### src/rtl/strap_irq_pkg.sv
package strap_irq_pkg;
  typedef enum logic {
    TRIG_LEVEL = 1'b0,
    TRIG_FALL  = 1'b1
  } trig_e;

  localparam int unsigned DEF_LINES  = 4;
  localparam int unsigned DEF_STAGES = 2;
endpackage

### src/rtl/strap_rst_sync.sv
module strap_rst_sync #(
  parameter int unsigned STAGES = 2
) (
  input  logic clk,
  input  logic arst_n,
  output logic srst_n
);
  logic [STAGES-1:0] sh_q, sh_d;

  always_comb begin
    sh_d = {sh_q[STAGES-2:0], 1'b1};
  end

  always_ff @(posedge clk or negedge arst_n) begin
    if (!arst_n) sh_q <= '0;
    else         sh_q <= sh_d;
  end

  assign srst_n = sh_q[STAGES-1];


  rst_release_chk: assert property (@(posedge clk) disable iff (!arst_n)
    $rose(srst_n) |-> $past(arst_n));
endmodule

### src/rtl/strap_pin_sync.sv
module strap_pin_sync #(
  parameter int unsigned WIDTH  = 4,
  parameter int unsigned STAGES = 2
) (
  input  logic             clk,
  input  logic             arst_n,
  input  logic [WIDTH-1:0] din,
  output logic [WIDTH-1:0] dout
);
  logic [STAGES-1:0][WIDTH-1:0] stg_q, stg_d;

  always_comb begin
    stg_d[0] = din;
    for (int s = 1; s < STAGES; s++) stg_d[s] = stg_q[s-1];
  end

  always_ff @(posedge clk or negedge arst_n) begin
    if (!arst_n) stg_q <= '1;
    else         stg_q <= stg_d;
  end

  assign dout = stg_q[STAGES-1];
endmodule

### src/rtl/strap_irq_line.sv
module strap_irq_line
  import strap_irq_pkg::*;
(
  input  logic clk,
  input  logic srst_n,
  input  logic armed,
  input  logic pin_s,
  input  logic trig,
  input  logic ack,
  output logic pend
);
  logic prev_q, prev_d;
  logic flag_q, flag_d;
  logic fall_set;
  logic lvl_pend;
  logic is_edge;

  assign is_edge  = (trig_e'(trig) == TRIG_FALL);
  assign fall_set = armed & is_edge & prev_q & ~pin_s;
  assign lvl_pend = armed & ~is_edge & ~pin_s;

  always_comb begin
    prev_d = pin_s;
    flag_d = fall_set | (flag_q & ~ack);
  end

  always_ff @(posedge clk or negedge srst_n) begin
    if (!srst_n) begin
      prev_q <= 1'b1;
      flag_q <= 1'b0;
    end else begin
      prev_q <= prev_d;
      flag_q <= flag_d;
    end
  end

  assign pend = flag_q | lvl_pend;


  sticky_hold_chk: assert property (@(posedge clk) disable iff (!srst_n)
    (flag_q && !ack) |=> flag_q);


  ack_clear_chk: assert property (@(posedge clk) disable iff (!srst_n)
    (ack && !fall_set) |=> !flag_q);
endmodule

### src/rtl/strap_irq_pins.sv
module strap_irq_pins
  import strap_irq_pkg::*;
#(
  parameter int unsigned LINES  = DEF_LINES,
  parameter int unsigned STAGES = DEF_STAGES
) (
  input  logic             clk,
  input  logic             rst_n,
  input  logic [LINES-1:0] pin_n,
  input  logic [LINES-1:0] trig_sel,
  input  logic [LINES-1:0] irq_mask,
  input  logic [LINES-1:0] irq_ack,
  output logic             sys_rst_n,
  output logic [LINES-1:0] mode,
  output logic [LINES-1:0] pending,
  output logic [LINES-1:0] irq_req,
  output logic             wait_wake,
  output logic             stop_wake
);
  logic             srst_n;
  logic [LINES-1:0] pin_s;
  logic             cap_q, cap_d;
  logic [LINES-1:0] mode_q, mode_d;
  logic             cap_en;

  strap_rst_sync #(.STAGES(STAGES)) u_rst (
    .clk    (clk),
    .arst_n (rst_n),
    .srst_n (srst_n)
  );

  strap_pin_sync #(.WIDTH(LINES), .STAGES(STAGES)) u_pins (
    .clk    (clk),
    .arst_n (rst_n),
    .din    (pin_n),
    .dout   (pin_s)
  );

  assign cap_en = ~cap_q;

  always_comb begin
    cap_d  = cap_q;
    mode_d = mode_q;
    if (cap_en) begin
      cap_d  = 1'b1;
      mode_d = ~pin_s;
    end
  end

  always_ff @(posedge clk or negedge srst_n) begin
    if (!srst_n) begin
      cap_q  <= 1'b0;
      mode_q <= '0;
    end else begin
      cap_q  <= cap_d;
      mode_q <= mode_d;
    end
  end

  for (genvar i = 0; i < LINES; i++) begin : g_line
    strap_irq_line u_line (
      .clk    (clk),
      .srst_n (srst_n),
      .armed  (cap_q),
      .pin_s  (pin_s[i]),
      .trig   (trig_sel[i]),
      .ack    (irq_ack[i]),
      .pend   (pending[i])
    );
  end

  assign irq_req   = pending & ~irq_mask;
  assign wait_wake = |irq_req;
  assign stop_wake = |pending;
  assign mode      = mode_q;
  assign sys_rst_n = srst_n;


  reset_quiet_chk: assert property (@(posedge clk)
    !rst_n |-> (mode == '0 && pending == '0 && !sys_rst_n));


  mode_frozen_chk: assert property (@(posedge clk) disable iff (!srst_n)
    cap_q |=> $stable(mode_q));


  wake_order_chk: assert property (@(posedge clk) disable iff (!srst_n)
    wait_wake |-> stop_wake);
endmodule

### config.mk
export PLATFORM = sky130hd
export DESIGN_NAME = strap_irq_pins
export DESIGN_NICKNAME = d
export VERILOG_FILES = /design/src/rtl/strap_irq_pkg.sv /design/src/rtl/strap_rst_sync.sv /design/src/rtl/strap_pin_sync.sv /design/src/rtl/strap_irq_line.sv /design/src/rtl/strap_irq_pins.sv
export SDC_FILE = /design/constraint.sdc
export NUM_CORES = 1
export LEC_CHECK = 0
export ABC_CLOCK_PERIOD_IN_PS = 1000
export CAP_MARGIN = 10
export CORE_MARGIN = 1
export CORE_UTILIZATION = 53
export DETAILED_ROUTE_END_ITERATION = 10
export DONT_BUFFER_PORTS = 1
export GPL_TIMING_DRIVEN = 0
export PLACE_DENSITY_LB_ADDON = 0.3
export SLEW_MARGIN = 20
export SYNTH_ARGS = -nofsm -noshare
export SYNTH_HDL_FRONTEND = slang
export SYNTH_SLANG_ARGS = --single-unit
### constraint.sdc
create_clock -name clk -period 1 [get_ports clk]
set_input_delay 0.1 -clock clk [delete_from_list [all_inputs] [get_ports clk]]
set_output_delay 0.1 -clock clk [all_outputs]
set_load 0.01 [all_outputs]
==> metrics.csv, run 1 <==
stage,metric,value,unit
layout,nets,112,
synthesis,yosys_warnings,0,
place,post-dp-hpwl,975,um
pwr,peakVddDrop,1.09,mV
global_routing,grtUsageTotal,0.191,
sta,slew_viol_final,0,
synthesis,netlist-cell-type-count,18,
sta,min_period,1.39,ns
clock_network,cts.htree.levels,1,
critical_path,crit_required,0.90,ns
floorplan,initial_core_util,0.580,
floorplan,fp.dieW,43.1,um
global_routing,grt_max_degree,14,
pwr,p_leak,0.538,nW
floorplan,die_area,0.00185,mm^2
layout,final_cell_mix,"13 x dlygate4sd3_1, 12 x dfstp_2, 11 x inv_1",
global_routing,antenna_found_initial,0,
synthesis,netlist_top_cells_area,"dfstp_2 35%, dfrtp_1 31%, nor3b_2 5.6%, inv_1 5.5%, nand4b_1 3.9%",
floorplan,core,0.00154,mm^2
global_routing,grt_pass1_wl,2.52,mm
pwr,p_per_area,1460,mW/mm^2
worst_hold_path,worstHoldPathType,reg -> async,
clock_network,root_buffer,clkbuf_4,
sta,finClkSkew,0.00391,ns
detailed_routing,dr.first_iter.drc_count,2,
sta,rsz0062_at_grt,yes,
status,violations,setup timing,
critical_path,cp-end-kind,primary output,
detailed_routing,met2_length,842,um
detailed_routing,route.met3.wl,93,um
critical_path,startpoint,u_pins.dout[3]$_DFF_PN1_,
place,numPortBuffers,0,
detailed_routing,wl_per_cell,13.8,um
detailed_routing,firstDrtPassIters,2,
clock_network,numClockSinks,23,
synthesis,syn_avg_cell_area,12.8,um^2
critical_path,cp-start-kind,register,
sta,max_freq,0.721,GHz
sta,fin_ws,-0.387,ns
critical_path,path_cells,"nor3b_4, o21bai_2, o2111ai_2",
synthesis,synth_top_area_cell,dfstp_2,
synthesis,ys_seq_area_frac,0.661,
synthesis,synth_top_cell_area_share,0.353,
pwr,fin_total_pwr,1.68,mW
layout,utilization,0.746,
floorplan,num_rows,14,
critical_path,worstPathArrival,1.29,ns
synthesis,ys_ff_latch,23,
clock_network,cts_tree,done,
global_routing,overflow,0,
synthesis,netlist_area,893,um^2
flow_run,max_cap_violations,0,
critical_path,r2r_slack,0.03,ns
detailed_routing,drt-vias-per-instance,5.27,
layout,mostFrequentLayoutCell,dlygate4sd3_1,
critical_path,critPathMaxStageDelay,0.59,ns
status,status,finished with violations,
critical_path,r2r_start,u_pins.dout[3]$_DFF_PN1_,
global_routing,grt_pass1_vias,623,
layout,diodes,0,
floorplan,io_pins,33,
sta,timing.final.crit_share,1.39,
detailed_routing,vias,574,
layout,n_fill_cell,112,
synthesis,synthCells,70,
clock_network,numCtsBuffers,3,
critical_path,path_class,reg -> out,
detailed_routing,drc_errors,0,
critical_path,path_max_fanout,2,
sta,setup_viol,10,
clock_network,clk_latency,0.30,ns
place,pre_cts_ws,-0.0509,ns
sta,hold_viol,0,
place,place_congestion,0.650,
critical_path,cp_slowest_cell,dfstp_2,
layout,area_delta_synth_final,28.7,%
detailed_routing,antenna_left,0,
clock_network,path_clk_slew,0.12,ns
detailed_routing,met1_length,531,um
floorplan,die_height,43.1,um
detailed_routing,top_layer_used,met4,
layout,drive_gt1_frac,0.430,
clock_network,cts_buffer_depth,2,
detailed_routing,finalWirelength,1.50,mm
-- cells by family (layout without fill, tap and decap cells) --
| family | after synthesis | count (layout) | share of synthesized area |
|---|---|---|---|
| other | 1 | 2 | 0.00420 |
| and+or+nand+nor | 16 | 16 | 0.134 |
| muxes | 2 | 2 | 0.0224 |
| buffers and inverters | 18 | 40 | 0.0938 |
| AOI/OAI and AO/OA | 10 | 10 | 0.0840 |
| DFF | 23 | 23 | 0.661 |
-- layout make-up --
type,count,area (um^2),area share
flip-flops and latches,23,594,0.517
multi-input cells,30,248,0.215
repair buffers,18,165,0.144
well taps,16,20.0,0.0174
plain buffers,5,46.3,0.0403
clock buffers,3,22.5,0.0196
clock inverters,1,5.00,0.00435
inverters,13,48.8,0.0424
-- power by group --
part	switching [mW]	leakage (nW)	internal [mW]
clock	0.256	0.0177	0.149
combinational	0.0978	0.258	0.118
sequential	0.0502	0.262	1.01
total	0.404	0.538	1.27
-- worst max-delay path: cells and delay by family (launching register included) --
kind	cells	cell delay, ns
flip-flops	1	0.59
AO/OA/AOI/OAI	2	0.34
AND/OR/NAND/NOR	1	0.06
-- metal layers --
metal	vias to the layer above	global-route usage
li1	264	-
met1	282	0.191
met2	24	0.352
met3	4	0.0468
met4	0	0.109
met5	-	0
-- state kept, by name (all words and copies together) (netlist names) --
name / flops
g_line.u_line.flag_q: 4
u_rst.sh_q: 2
u_pins.stg_d: 4
cap_q: 1
u_pins.dout: 4
g_line.u_line.prev_q: 4
mode: 4
-- cell usage after synthesis, drive strengths merged --
cell     instances
o2111ai          1
inv             13
nand4b           4
nand2            2
mux2i            2
conb             1
dfrtp           11
o21bai           3
dfstp           12
buf              5
nor3b            4
nor2             5
o21ai            6
nand4            1
-- worst paths after layout --
check / endpoint / depth (start not counted)
setup / recovery: wait_wake / 3
hold / removal: mode[3]$_DFFE_PN0N_ / 0
setup reg to reg: g_line[3].u_line.flag_q$_DFF_PN0_ / 3
hold reg to reg: mode[3]$_DFFE_PN0N_ / 0
max in group asynchronous: g_line[0].u_line.prev_q$_DFF_PN1_ / 1
min in group clk: irq_req[1] / 1
-- what timing repair did --
| action | CTS | global route |
|---|---|---|
| setup buffers | 4 | 1 |
| gates cloned | 0 | 0 |
| endpoints found under the hold margin | 18 | 0 |
| gates resized for setup | 10 | 4 |
| pin swaps | 3 | 3 |
| endpoints found under the setup margin | 11 | 14 |
| hold buffers | 13 | 0 |
-- stage by stage --
| step | setup TNS, ns | cell area [um^2] | instances | hold WS [ns] |
|---|---|---|---|---|
| after global placement | -0.127 | 917 | 87 | -0.195 |
| after floorplan | 0 | 897 | 71 | -0.196 |
| final | -3.29 | 1150 | 109 | 0.141 |
| after global routing | -4.22 | 1150 | 109 | 0.155 |
| after detailed placement | -0.151 | 917 | 87 | -0.195 |
| after CTS | -3.50 | 1130 | 108 | 0.144 |
Note: power is estimated with default switching activity, not from simulation.
==> run 2: changes to the inputs <==
--- a/config.mk
+++ b/config.mk
@@ -8,10 +8,10 @@
 export ABC_CLOCK_PERIOD_IN_PS = 1000
 export CAP_MARGIN = 10
 export CORE_MARGIN = 1
-export CORE_UTILIZATION = 53
+export CORE_UTILIZATION = 57
+export CTS_BUF_LIST = sky130_fd_sc_hd__clkbuf_4 sky130_fd_sc_hd__clkbuf_8
 export DETAILED_ROUTE_END_ITERATION = 10
 export DONT_BUFFER_PORTS = 1
-export GPL_TIMING_DRIVEN = 0
 export PLACE_DENSITY_LB_ADDON = 0.3
 export SLEW_MARGIN = 20
 export SYNTH_ARGS = -nofsm -noshare
==> run 2 against run 1 <==
  * The flow still finishes with violations (setup timing)
  * Hold slack got worse by 0.043 ns
  * Sequential share of layout area is essentially flat
  * Via count decreased by 6.6%
  * Count of clock-buffer cells in the layout rose by 1
  * Critical path type unchanged
  * Highest routed layer unchanged
==> metrics.csv, run 2 (synthesized netlist as in run 1, its figures left out) <==
stage,metric,value,unit,change
global_routing,grt_use_met3,0.0348,,-0.0120
clock_network,path_clk_slew,0.11,ns,about the same
floorplan,die_height,41.6,um,-3.4%
critical_path,cp-start-kind,register,,
pwr,p_per_area,1480,mW/mm^2,+1.7%
global_routing,gr-usage-met2,0.359,,+0.00786
critical_path,path_cells,"nor3b_4, o21bai_2, o2111ai_2",,
place,numPortBuffers,0,,unchanged
status,violations,setup timing,,
detailed_routing,drc_errors,0,,unchanged
place,dp.cells,86,,-1.1%
pwr,p_sw_frac,0.236,,-0.00439
detailed_routing,dr.first_iter.drc_count,3,,+1
layout,final_cell_mix,"13 x dlygate4sd3_1, 12 x dfstp_2, 10 x dfrtp_1",,
clock_network,numClockSinks,23,,unchanged
global_routing,grt_pass1_wl,2.57,mm,+2.2%
detailed_routing,drt-vias-per-instance,5.10,,-3.1%
critical_path,path_buf_inv,0,,unchanged
layout,area_delta_synth_final,28.2,%,
layout,finalNonFillerCells,105,,-3.7%
pwr,switching_power,401,uW,-0.62%
global_routing,top_usage_layer,met2,,
global_routing,grt_pass1_vias,582,,-6.6%
critical_path,worstPathArrival,1.30,ns,about the same
global_routing,grt_util_met1,0.233,,+0.0420
critical_path,path_class,reg -> out,,
floorplan,io_pins,33,,unchanged
layout,utilization,0.828,,+0.0821
pwr,p_comb_frac,0.122,,-0.007
detailed_routing,firstDrtPassIters,2,,unchanged
pwr,p_leak,0.524,nW,-2.5%
sta,slew_viol_final,0,,unchanged
global_routing,grtUsageTotal,0.205,,+0.0137
layout,nets,109,,-2.7%
sta,setup_viol,10,,unchanged
clock_network,root_buffer,clkbuf_4,,
detailed_routing,antenna_left,0,,unchanged
place,post-dp-hpwl,993,um,+1.9%
sta,finClkSkew,0.00293,ns,-0.000976 ns
global_routing,overflow,0,,unchanged
sta,rsz0062_at_grt,yes,,
pwr,peakVddDrop,0.982,mV,-9.9%
floorplan,num_rows,13,,-1
place,place_congestion,0.668,,+2.7%
floorplan,core,0.00138,mm^2,-10%
floorplan,die_area,0.00173,mm^2,-6.7%
sta,hold_viol,0,,unchanged
layout,diodes,0,,unchanged
clock_network,cts.htree.levels,1,,unchanged
critical_path,crit_required,0.90,ns,about the same
layout,drive_gt1_frac,0.444,,+0.0143
detailed_routing,finalWirelength,1.54,mm,+2.3%
clock_network,numCtsBuffers,3,,unchanged
clock_network,clk_latency,0.30,ns,about the same
global_routing,antenna_found_initial,0,,unchanged
floorplan,fp.dieW,41.6,um,-3.4%
detailed_routing,vias,536,,-6.6%
sta,fin_ws,-0.400,ns,-0.0125 ns
worst_hold_path,worstHoldPathType,reg -> async,,
sta,min_period,1.40,ns,+0.0125 ns
floorplan,initial_core_util,0.646,,+0.0666
status,status,finished with violations,,
flow_run,max_cap_violations,0,,unchanged
critical_path,path_max_fanout,2,,unchanged
sta,timing.final.crit_share,1.40,,+0.0125
clock_network,cts_buffer_depth,2,,unchanged
critical_path,critPathMaxStageDelay,0.58,ns,about the same
pwr,p_seq_frac,0.622,,-0.008
global_routing,grt_max_degree,13,,-1
critical_path,cp_top_family,flip-flops,,
detailed_routing,wl_per_cell,14.6,um,+6.2%
clock_network,cts_tree,done,,
pwr,p_int,1.30,mW,+1.8%
pwr,power_frac_clock,0.256,,+0.015
sta,max_freq,0.714,GHz,-0.89%
critical_path,cp_slowest_cell,dfstp_2,,
layout,n_fill_cell,77,,-31%
layout,mostFrequentLayoutCell,dlygate4sd3_1,,
pwr,fin_total_pwr,1.70,mW,+1.2%
critical_path,cp-end-kind,primary output,,
## run 2: cell types whose count changed in the layout (fill, tap and decap cells not counted), moves of 2 or more
cell and delta:
nor3b_4 +2, inv_2 +2, nor3b_2 -2, inv_1 -2, buf_6 -2, buf_2 -2
## run 2: repair_timing
action                                  in CTS  in global routing
gates resized for setup                      1                 15
hold buffers                                13                  0
endpoints found under the setup margin      10                 10
pin swaps                                    1                  7
endpoints found under the hold margin       18                  0
setup buffers                                1                  1
## run 2: cell type report
class | count | area, um^2 | share of cell area
tap | 15 | 18.8 | 0.0164
multi-input combinational | 30 | 269 | 0.235
clock buffer | 4 | 30.0 | 0.0262
timing repair buffer | 20 | 186 | 0.163
sequential | 23 | 592 | 0.517
inverter | 13 | 48.8 | 0.0426
## run 2: worst paths after layout
| check | start | to | slack, ns | depth (start not counted) |
|---|---|---|---|---|
| min in group clk | irq_mask[1] | irq_req[1] | 0.22 | 1 |
| worst min-delay path | u_rst.sh_q[1]$_DFF_PN0_ | mode[0]$_DFFE_PN0N_ | 0.1 | 0 |
| worst max-delay path | u_pins.dout[2]$_DFF_PN1_ | wait_wake | -0.40 | 3 |
| worst max register to register | u_pins.dout[1]$_DFF_PN1_ | g_line[1].u_line.flag_q$_DFF_PN0_ | 0.01 | 3 |
| max in group asynchronous | u_rst.sh_q[1]$_DFF_PN0_ | g_line[0].u_line.prev_q$_DFF_PN1_ | 0.41 | 1 |
| worst min register to register | u_rst.sh_q[1]$_DFF_PN0_ | mode[0]$_DFFE_PN0N_ | 0.1 | 0 |
## run 2: worst register-to-register path: cells and delay by family (launching register included)
family / cells / cell delay, ns
AO/OA/AOI/OAI: 1 / 0.07
buffers and inverters: 1 / 0.12
flip-flops: 1 / 0.58
AND/OR/NAND/NOR: 1 / 0.11
## run 2: metal layers
| metal | part of all wire | vias to the layer above |
|---|---|---|
| met4 | 0.0078 | 0 |
| met3 | 0.040 | 2 |
| li1 | - | 258 |
| met2 | 0.57 | 21 |
| met1 | 0.38 | 255 |
| met5 | 0 | - |
## run 2: power groups by stage
stage	registers, mW	clock network (mW)	logic [mW]
floorplan	1.06	0	0.115
global placement	1.06	0	0.129
detailed placement	1.07	0	0.131
CTS	1.05	0.464	0.183
global route	1.06	0.510	0.230
finish	1.06	0.435	0.206
## run 2: through the flow
step	hold WS, ns	TNS [ns]	worst slack (ns)	cell area, um^2
floorplan	-0.196	0	0.00540	897
global placement	-0.195	-0.0649	-0.0355	918
detailed placement	-0.195	-0.0965	-0.0651	918
CTS	0.107	-3.40	-0.426	1090
global route	0.114	-3.82	-0.484	1140
finish	0.0985	-2.99	-0.400	1140
==> run 3: changes to the inputs <==
--- a/config.mk
+++ b/config.mk
@@ -5,7 +5,7 @@
 export SDC_FILE = /design/constraint.sdc
 export NUM_CORES = 1
 export LEC_CHECK = 0
-export ABC_CLOCK_PERIOD_IN_PS = 1000
+export ABC_CLOCK_PERIOD_IN_PS = 1500
 export CAP_MARGIN = 10
 export CORE_MARGIN = 1
 export CORE_UTILIZATION = 57
==> constraint.sdc (replaced) <==
create_clock -name clk -period 1.5 [get_ports clk]
set_input_delay 0.15 -clock clk [delete_from_list [all_inputs] [get_ports clk]]
set_output_delay 0.15 -clock clk [all_outputs]
set_load 0.01 [all_outputs]
==> run 3 against run 2 <==
  * The flow now finishes without violations
  * Cell count decreased by 4.8%
  * Clock skew increased by 0.0013 ns
  * Sequential share of layout area rose by 4.2 points
  * Combinational power decreased by 44%
  * First-iteration DRC count grew 100%
  * Power is 35% lower
  * Hold slack lost 0.094 ns
  * Non-clock buffer count fell by 5
  * Global-route usage shrank 1.8 points
  * Worst setup slack better by 0.46 ns
  * Largest power group unchanged
==> metrics.csv, run 3 (synthesized netlist as in run 1, its figures left out) <==
stage,metric,value,unit,change
sta,setup_viol,0,,-10
critical_path,cp-start-kind,register,,
layout,diodes,0,,unchanged
status,status,"finished, final reports clean",,
critical_path,cp_slowest_cell,dfstp_2,,
clock_network,clk_latency,0.30,ns,about the same
sta,hold_viol,0,,unchanged
sta,setup_tns,0,ns,+2.99 ns
pwr,p_per_area,1040,mW/mm^2,-30%
layout,utilization,0.767,,-0.0615
critical_path,path_buf_inv,0,,unchanged
floorplan,initial_core_util,0.646,,unchanged
critical_path,critPathMaxStageDelay,0.58,ns,about the same
detailed_routing,wl_per_cell,14.5,um,-1.0%
worst_hold_path,hp-start,trig_sel[1],,
detailed_routing,antenna_left,0,,unchanged
layout,nets,104,,-4.6%
sta,finClkSkew,0.00424,ns,+0.00131 ns
critical_path,worstPathArrival,1.29,ns,about the same
layout,area_delta_synth_final,18.6,%,
sta,min_period,1.44,ns,
critical_path,r2r_end,g_line[3].u_line.flag_q$_DFF_PN0_,,
layout,final_cell_mix,"13 x inv_1, 12 x dfstp_2, 11 x dlygate4sd3_1",,
layout,final_area,0.00106,mm^2,-7.4%
worst_hold_path,min_path_cells,2,,
clock_network,cts_buffer_depth,2,,unchanged
pwr,peakVddDrop,0.771,mV,-22%
detailed_routing,dr.first_iter.drc_count,6,,+3
floorplan,io_pins,33,,unchanged
pwr,p_leak,0.497,nW,-5.3%
floorplan,die_height,41.6,um,unchanged
critical_path,cp-end-kind,primary output,,
sta,timing.final.crit_share,0.962,,
critical_path,path_class,reg -> out,,
critical_path,path_max_fanout,4,,+2
clock_network,numCtsBuffers,3,,unchanged
floorplan,core,0.00138,mm^2,unchanged
worst_hold_path,worst_hold_path.endpoint,g_line[1].u_line.flag_q$_DFF_PN0_,,
critical_path,path_cells,"nor3b_2, o21bai_2, o2111ai_2",,
clock_network,cts.htree.levels,1,,unchanged
floorplan,num_rows,13,,unchanged
floorplan,fp.dieW,41.6,um,unchanged
place,numPortBuffers,0,,unchanged
critical_path,r2r_slack,0.09,ns,+0.08 ns
pwr,fin_total_pwr,1.10,mW,-35%
detailed_routing,drc_errors,0,,unchanged
place,pre_cts_ws,0.322,ns,+0.387 ns
layout,drive_gt1_frac,0.353,,-0.0915
global_routing,grt_max_degree,14,,+1
sta,fin_ws,0.0565,ns,+0.456 ns
worst_hold_path,worstHoldPathType,in -> reg,,
place,post-dp-hpwl,1.02,mm,+3.2%
sta,slew_viol_final,0,,unchanged
flow_run,max_cap_violations,0,,unchanged
global_routing,grt_pass1_vias,538,,-7.6%
layout,mostFrequentLayoutCell,inv_1,,
floorplan,die_area,0.00173,mm^2,unchanged
place,place_congestion,0.692,,+3.7%
detailed_routing,vias,537,,+0.19%
critical_path,r2r_start,cap_q$_DFF_PN0_,,
critical_path,startpoint,u_pins.dout[2]$_DFF_PN1_,,
clock_network,path_clk_slew,0.12,ns,about the same
detailed_routing,firstDrtPassIters,3,,+1
sta,rsz0062_at_grt,yes,,
detailed_routing,finalWirelength,1.45,mm,-5.7%
global_routing,grtUsageTotal,0.187,,-0.0180
global_routing,antenna_found_initial,0,,unchanged
critical_path,cp_top_family,flip-flops,,
critical_path,worst-r2r-cell-count,4,,+1
detailed_routing,drt-vias-per-instance,5.37,,+5.2%
global_routing,grt_pass1_wl,2.33,mm,-9.6%
clock_network,numClockSinks,23,,unchanged
sta,max_freq,0.693,GHz,
clock_network,root_buffer,clkbuf_4,,
clock_network,cts_tree,done,,
critical_path,crit_required,1.35,ns,+0.45 ns
place,placed_area,896,um^2,-2.5%
global_routing,overflow,0,,unchanged
[run 3: changes by cell type in the layout (fill, tap and decap cells not counted), sizes merged]
cell         change
buf              -3
dlygate4sd3      -2
[run 3: what timing repair did]
action,CTS,global route
pin swaps,0,3
endpoints found under the setup margin,1,3
resized for setup,1,4
endpoints found under the hold margin,18,1
setup buffers,0,2
hold buffers,11,1
[run 3: worst max-delay path by stage]
stage	end	slack (ns)	depth (start not counted)
finish	wait_wake	0.06	3
global route	wait_wake	-0.03	3
CTS	wait_wake	0.004	3
detailed placement	wait_wake	0.32	3
global placement	wait_wake	0.37	3
floorplan	wait_wake	0.46	3
[run 3: layout make-up]
cell class / count / area, um^2
Multi-Input combinational cell: 30 / 226
Tap cell: 15 / 18.8
Fill cell: 100 / 323
Timing Repair Buffer: 15 / 144
Sequential cell: 23 / 592
Inverter: 13 / 48.8
Clock buffer: 4 / 30.0
[run 3: per-layer routing]
layer,GRT usage,wire (um),vias up
met5,0,0,-
met4,0.0968,30,0
met3,0.0435,49,4
met2,0.328,819,24
met1,0.208,547,259
li1,-,-,250
[run 3: per-stage QoR]
stage,hold slack [ns],instances
6_report,0.00488,100
5_1_grt,0.000466,100
4_1_cts,0.00744,98
3_5_place_dp,-0.145,83
3_3_place_gp,-0.145,83
2_1_floorplan,-0.146,71
[run 3: report_power, final]
| group | internal, mW | switching (mW) | leakage (nW) |
|---|---|---|---|
| sequential | 0.670 | 0.0303 | 0.262 |
| clock | 0.122 | 0.167 | 0.0184 |
| combinational | 0.0554 | 0.0599 | 0.217 |
